===== config.mk =====
export PLATFORM = sky130hd
export DESIGN_NAME = keyed_wdt
export DESIGN_NICKNAME = d
export VERILOG_FILES = /design/src/rtl/kwdt_pkg.sv /design/src/rtl/kwdt_decode.sv /design/src/rtl/kwdt_lock.sv /design/src/rtl/kwdt_counter.sv /design/src/rtl/keyed_wdt.sv
export SDC_FILE = /design/constraint.sdc
export NUM_CORES = 1
export LEC_CHECK = 0
export ABC_AREA = 1
export ABC_CLOCK_PERIOD_IN_PS = 3350
export BUFFER_PORTS_ARGS = -buffer_cell sky130_fd_sc_hd__buf_2
export CAP_MARGIN = 30
export CORE_UTILIZATION = 45
export DETAILED_ROUTE_END_ITERATION = 10
export PLACE_DENSITY_LB_ADDON = 0.08
export SETUP_SLACK_MARGIN = 0.1
export SLEW_MARGIN = 15
export SYNTH_ARGS = -nofsm -noshare
export SYNTH_HDL_FRONTEND = slang
export SYNTH_SLANG_ARGS = --single-unit

===== constraint.sdc =====
create_clock -name clk -period 3.35 [get_ports clk]
set_input_delay 0.1675 -clock clk [delete_from_list [all_inputs] [get_ports clk]]
set_output_delay 0.1675 -clock clk [all_outputs]
set_load 0.1 [all_outputs]

===== src/rtl/kwdt_pkg.sv =====
package kwdt_pkg;

    localparam int CODE_W = 16;

    localparam logic [CODE_W-1:0] CODE_HALT   = 16'h3877;
    localparam logic [CODE_W-1:0] CODE_GO     = 16'h4A4B;
    localparam logic [CODE_W-1:0] CODE_CLRIRQ = 16'h7482;
    localparam logic [CODE_W-1:0] CODE_OPEN   = 16'hAB00;
    localparam logic [CODE_W-1:0] CODE_CLOSE  = 16'hAB01;
    localparam logic [CODE_W-1:0] CODE_FULL   = 16'hDEAF;

    localparam int CTRL_OFS  = 0;
    localparam int COUNT_OFS = 4;

    typedef struct packed {
        logic halt;
        logic go;
        logic clr_irq;
        logic open;
        logic close;
        logic load_full;
        logic load_cnt;
    } kwdt_cmd_t;

    function automatic logic kwdt_is_code(input logic [CODE_W-1:0] v);
        return (v == CODE_HALT) || (v == CODE_GO) || (v == CODE_CLRIRQ) ||
               (v == CODE_OPEN) || (v == CODE_CLOSE) || (v == CODE_FULL);
    endfunction

endpackage


===== src/rtl/kwdt_decode.sv =====
module kwdt_decode
    import kwdt_pkg::*;
#(
    parameter int ADDR_W = 3,
    parameter int DATA_W = 32,
    parameter int WIN_W  = 16
) (
    input  logic              wr_en,
    input  logic [ADDR_W-1:0] addr,
    input  logic [DATA_W-1:0] wdata,
    output kwdt_cmd_t         cmd,
    output logic [WIN_W-1:0]  load_val
);
    logic              wr_ctrl;
    logic              upper_zero;
    logic [CODE_W-1:0] code;

    always_comb begin
        wr_ctrl    = wr_en && (addr == ADDR_W'(CTRL_OFS));
        upper_zero = (wdata[DATA_W-1:CODE_W] == '0);
        code       = wdata[CODE_W-1:0];
        cmd.halt      = wr_ctrl && upper_zero && (code == CODE_HALT);
        cmd.go        = wr_ctrl && upper_zero && (code == CODE_GO);
        cmd.clr_irq   = wr_ctrl && upper_zero && (code == CODE_CLRIRQ);
        cmd.open      = wr_ctrl && upper_zero && (code == CODE_OPEN);
        cmd.close     = wr_ctrl && upper_zero && (code == CODE_CLOSE);
        cmd.load_full = wr_ctrl && upper_zero && (code == CODE_FULL);
        cmd.load_cnt  = wr_en && (addr == ADDR_W'(COUNT_OFS));
        load_val      = wdata[WIN_W-1:0];
    end
endmodule


===== src/rtl/kwdt_lock.sv =====
module kwdt_lock (
    input  logic clk,
    input  logic rst,
    input  logic open,
    input  logic close,
    output logic locked
);
    always_ff @(posedge clk) begin
        if (rst)        locked <= 1'b1;
        else if (open)  locked <= 1'b0;
        else if (close) locked <= 1'b1;
    end
endmodule


===== src/rtl/kwdt_counter.sv =====
module kwdt_counter #(
    parameter int CNT_W = 20,
    parameter int WIN_W = 16,
    localparam int LSB_W = CNT_W - WIN_W
) (
    input  logic             clk,
    input  logic             rst,
    input  logic             tick,
    input  logic             halt,
    input  logic             go,
    input  logic             clr_irq,
    input  logic             load_full,
    input  logic             load_ok,
    input  logic [WIN_W-1:0] load_val,
    output logic [WIN_W-1:0] cnt_win,
    output logic             running,
    output logic             irq,
    output logic             rst_req
);
    logic [CNT_W-1:0] cnt_q;
    logic             step;
    logic             expire;

    always_comb begin
        step    = running && tick && (cnt_q != '0);
        expire  = step && (cnt_q == CNT_W'(1));
        cnt_win = cnt_q[CNT_W-1:LSB_W];
    end

    always_ff @(posedge clk) begin
        if (rst) begin
            cnt_q   <= '1;
            running <= 1'b0;
            irq     <= 1'b0;
            rst_req <= 1'b0;
        end else begin
            if (halt)    running <= 1'b0;
            else if (go) running <= 1'b1;

            if (load_full)    cnt_q <= '1;
            else if (load_ok) cnt_q <= {load_val, {LSB_W{1'b1}}};
            else if (step)    cnt_q <= cnt_q - CNT_W'(1);

            if (expire && !load_full && !load_ok) begin
                irq     <= 1'b1;
                rst_req <= 1'b1;
            end else begin
                rst_req <= 1'b0;
                if (clr_irq) irq <= 1'b0;
            end
        end
    end
endmodule


===== src/rtl/keyed_wdt.sv =====
module keyed_wdt
    import kwdt_pkg::*;
#(
    parameter int ADDR_W = 3,
    parameter int DATA_W = 32,
    parameter int CNT_W  = 20,
    localparam int WIN_W = CODE_W
) (
    input  logic              clk,
    input  logic              rst,
    input  logic              tick,
    input  logic              wr_en,
    input  logic [ADDR_W-1:0] addr,
    input  logic [DATA_W-1:0] wdata,
    output logic [DATA_W-1:0] rdata,
    output logic              irq,
    output logic              rst_req
);
    kwdt_cmd_t        cmd;
    logic [WIN_W-1:0] load_val;
    logic [WIN_W-1:0] cnt_win;
    logic             locked;
    logic             running;
    logic             load_ok;

    kwdt_decode #(.ADDR_W(ADDR_W), .DATA_W(DATA_W), .WIN_W(WIN_W)) u_decode (
        .wr_en(wr_en), .addr(addr), .wdata(wdata), .cmd(cmd), .load_val(load_val)
    );

    kwdt_lock u_lock (
        .clk(clk), .rst(rst), .open(cmd.open), .close(cmd.close), .locked(locked)
    );

    assign load_ok = cmd.load_cnt && !locked;

    kwdt_counter #(.CNT_W(CNT_W), .WIN_W(WIN_W)) u_counter (
        .clk(clk), .rst(rst), .tick(tick),
        .halt(cmd.halt), .go(cmd.go), .clr_irq(cmd.clr_irq),
        .load_full(cmd.load_full), .load_ok(load_ok), .load_val(load_val),
        .cnt_win(cnt_win), .running(running), .irq(irq), .rst_req(rst_req)
    );

    always_comb begin
        if (addr == ADDR_W'(COUNT_OFS)) rdata = DATA_W'(cnt_win);
        else                             rdata = '0;
    end
endmodule


==> results.toml <==
[run_status]
status = "completed"

[clock_network]
cts_tree = "done"
numCtsBuffers = 3
post_cts_resized = 0
root_buffer = "clkbuf_8"
numClockSinks = 24
cts_setup_buffers = 0
clk_pin_slew_ns = 0.09
clk_latency_ns = 0.27
clk_path_buf_depth = 2
htree_levels = 1
cts_hold_buf = 0

[setup_path]
crit_chain = "inv_1, ha_1, nand2_1, nor2_2, nand3_4, nand2_4, inv_1, nand3b_1, nand3_1"
cp_top_family = "simple AND/OR/NAND/NOR gates"
worstSetupStartpointType = "register"
setup.worst_path.end_class = "register"
worstPathArrival_ns = 1.84
crit_type = "register to register"
critPathMaxFanout = 22
slowest_stage = "dfxtp_1"
cpMostUsedCell = "inv_1"
cp_num_buf_inv = 2
cp.required_ns = 3.50
cp_slowest_stage_delay_ns = 0.33

[global_routing]
grt_max_degree = 32
grt_pass1_vias = 2283
antenna_found_initial = 0
grt_usage = 0.2412
gr-total-overflow = 0
grt_pass1_wl_um = 10210

[synthesis]
seq_area_frac_synth = 0.2076
synthArstFlopShare = 0
ys_types = 28
synthCells = 407
yosysTopAreaCell = "dfxtp_1"
syn_area_per_cell_um2 = 5.687
synth_most_common_cell = "nor2_1"
yosys_register_bits = 24
synth.top_cell.area_share = 0.2076
syn_area_um2 = 2315
synthTopCellsByArea = "dfxtp_1 (21%), nor2_1 (16%), nand2_1 (15%), nand3_1 (10%), inv_1 (9.4%)"
synth.yosys.warnings = 0
netlist_top_cells_count = "nor2_1 (100), nand2_1 (91), inv_1 (58)"
synth_edf_count = 0
ys.flop_type = "dfxtp_1"

[finish]
fin_cells = 526
area_growth_pct = 12.43
drive_gt1_frac = 0.1830
fin_nets = 503
diodes = 0

[detailed_routing]
first_iter_violations = 191
ant_nets = 0
vias = 2521
drt-total-wl_um = 6070
viasPerCell = 4.793
drt_pass1_iterations = 4
drc = 0
wl_per_cell_um = 11.54

[placement]
placedCellCount = 523
port-buffer-count = 56
gp_congestion = 0.9397
hpwl_um = 4915

[timing]
slew_headroom = 0.5880
fmax_ghz = 0.5938
period_share = 0.5027
hold_viol = 0
tns_ns = 0
rsz0062_at_grt = "no"
worst_pin_slew_ns = 0.6165
slew_viol_final = 0
finClkSkew_ns = 0.007326
final.min_clock_period_ns = 1.684
finalSetupViolCount = 0

[die]
die_area_um2 = 5435
start_util = 0.4774
die_w_um = 73.72
rows = 25
core_region_area_um2 = 4848
io_pins = 73
die_height_um = 73.72

[pwr]
swShare = 0.4064
p_leak_nw = 1.550
pwr-share-clk = 0.261
p_comb_frac = 0.313
worst_ir_drop_vdd_uv = 222.4
p_int_uw = 397.5
p_sw_uw = 272.1
cellPowerDensity_nw_per_um2 = 257.3
power_frac_seq = 0.426

[flow_run]
cap_violations = 0

[min_path]
hold_path_class = "input port to register"
-- path summary, 6_finish.rpt --
| check | from | to | slack, ns | cells past startpoint |
|---|---|---|---|---|
| hold reg to reg | u_lock.locked | u_lock.locked | 0.48 | 2 |
| setup / recovery | u_counter.cnt_q[0] | u_counter.cnt_q[2] | 1.67 | 9 |
| setup reg to reg | u_counter.cnt_q[0] | u_counter.cnt_q[2] | 1.67 | 9 |
| hold / removal | wdata[13] | u_counter.cnt_q[17] | 0.17 | 3 |
-- power by group through the flow --
stage	Combinational, mW	Clock (mW)	Sequential [mW]
finish	0.210	0.175	0.285
global route	0.223	0.194	0.285
CTS	0.210	0.185	0.285
detailed placement	0.209	0	0.292
global placement	0.209	0	0.292
floorplan	0.181	0	0.292
-- worst register-to-register path, delay by kind of cell (launching register included) --
family	cells	cell delay [ns]
buffers and inverters	2	0.30
adder cells (fa/ha/maj)	1	0.17
AND/OR/NAND/NOR	6	0.77
flip-flops	1	0.33
-- through the flow --
stage / power (mW) / setup WS (ns) / hold slack, ns / utilization / area (µm²)
finish: 0.6696 / 1.666 / 0.1735 / 0.5368 / 2603
global route: 0.7025 / 1.508 / 0.1654 / 0.5368 / 2603
CTS: 0.6800 / 1.674 / 0.1680 / 0.5368 / 2603
detailed placement: 0.5012 / 1.676 / 0.4578 / 0.5283 / 2561
global placement: 0.5010 / 1.723 / 0.4571 / 0.5283 / 2561
floorplan: 0.4728 / 1.261 / 0.2878 / - / 2371
-- flip-flops by register name, indices dropped and copies added, names as in the netlist --
name and flops:
u_counter.cnt_q 20, u_lock.locked 1, u_counter.irq 1, u_counter.rst_req 1, u_counter.running 1
-- layer usage --
metal | part of all wire | wire (µm) | GRT usage
met3 | 0.042 | 252 | 0.04115
met4 | 0.0097 | 59 | 0.04274
met5 | 0 | 0 | 0
met1 | 0.48 | 2888 | 0.3207
met2 | 0.47 | 2870 | 0.4108
-- final cells by class --
class                   count  area [µm²]
fillers                   538        2246
inverters                  59       221.5
clock buffers               3       41.29
repair buffers             57       287.8
well taps                  67       83.83
multi-input cells         316        1488
flip-flops and latches     24       480.5
-- cells by family (layout without fill, tap and decap cells) --
kind of cell             count (synthesis)  count (layout)  share of synthesized area
AO/OA/AOI/OAI                            5               5                    0.01081
XOR/XNOR                                 7               7                    0.02649
adder cells (fa/ha/maj)                  3               3                    0.01622
buffers and inverters                   82             119                     0.1741
flip-flops                              24              24                     0.2076
other                                    1              16                   0.001620
AND/OR/NAND/NOR                        285             285                     0.5633
-- cells in the final DEF, fill, tap and decap left out, types with 7 or more instances in the layout --
cell type and instances:
inv_1 58, buf_2 56, conb_1 16, nand2_1 91, xor2_1 7, nor3_1 8, nor2_1 100, dfxtp_1 24
nand4_1 11, nand3_1 48
No activity file was read; power rests on OpenSTA's default activity.
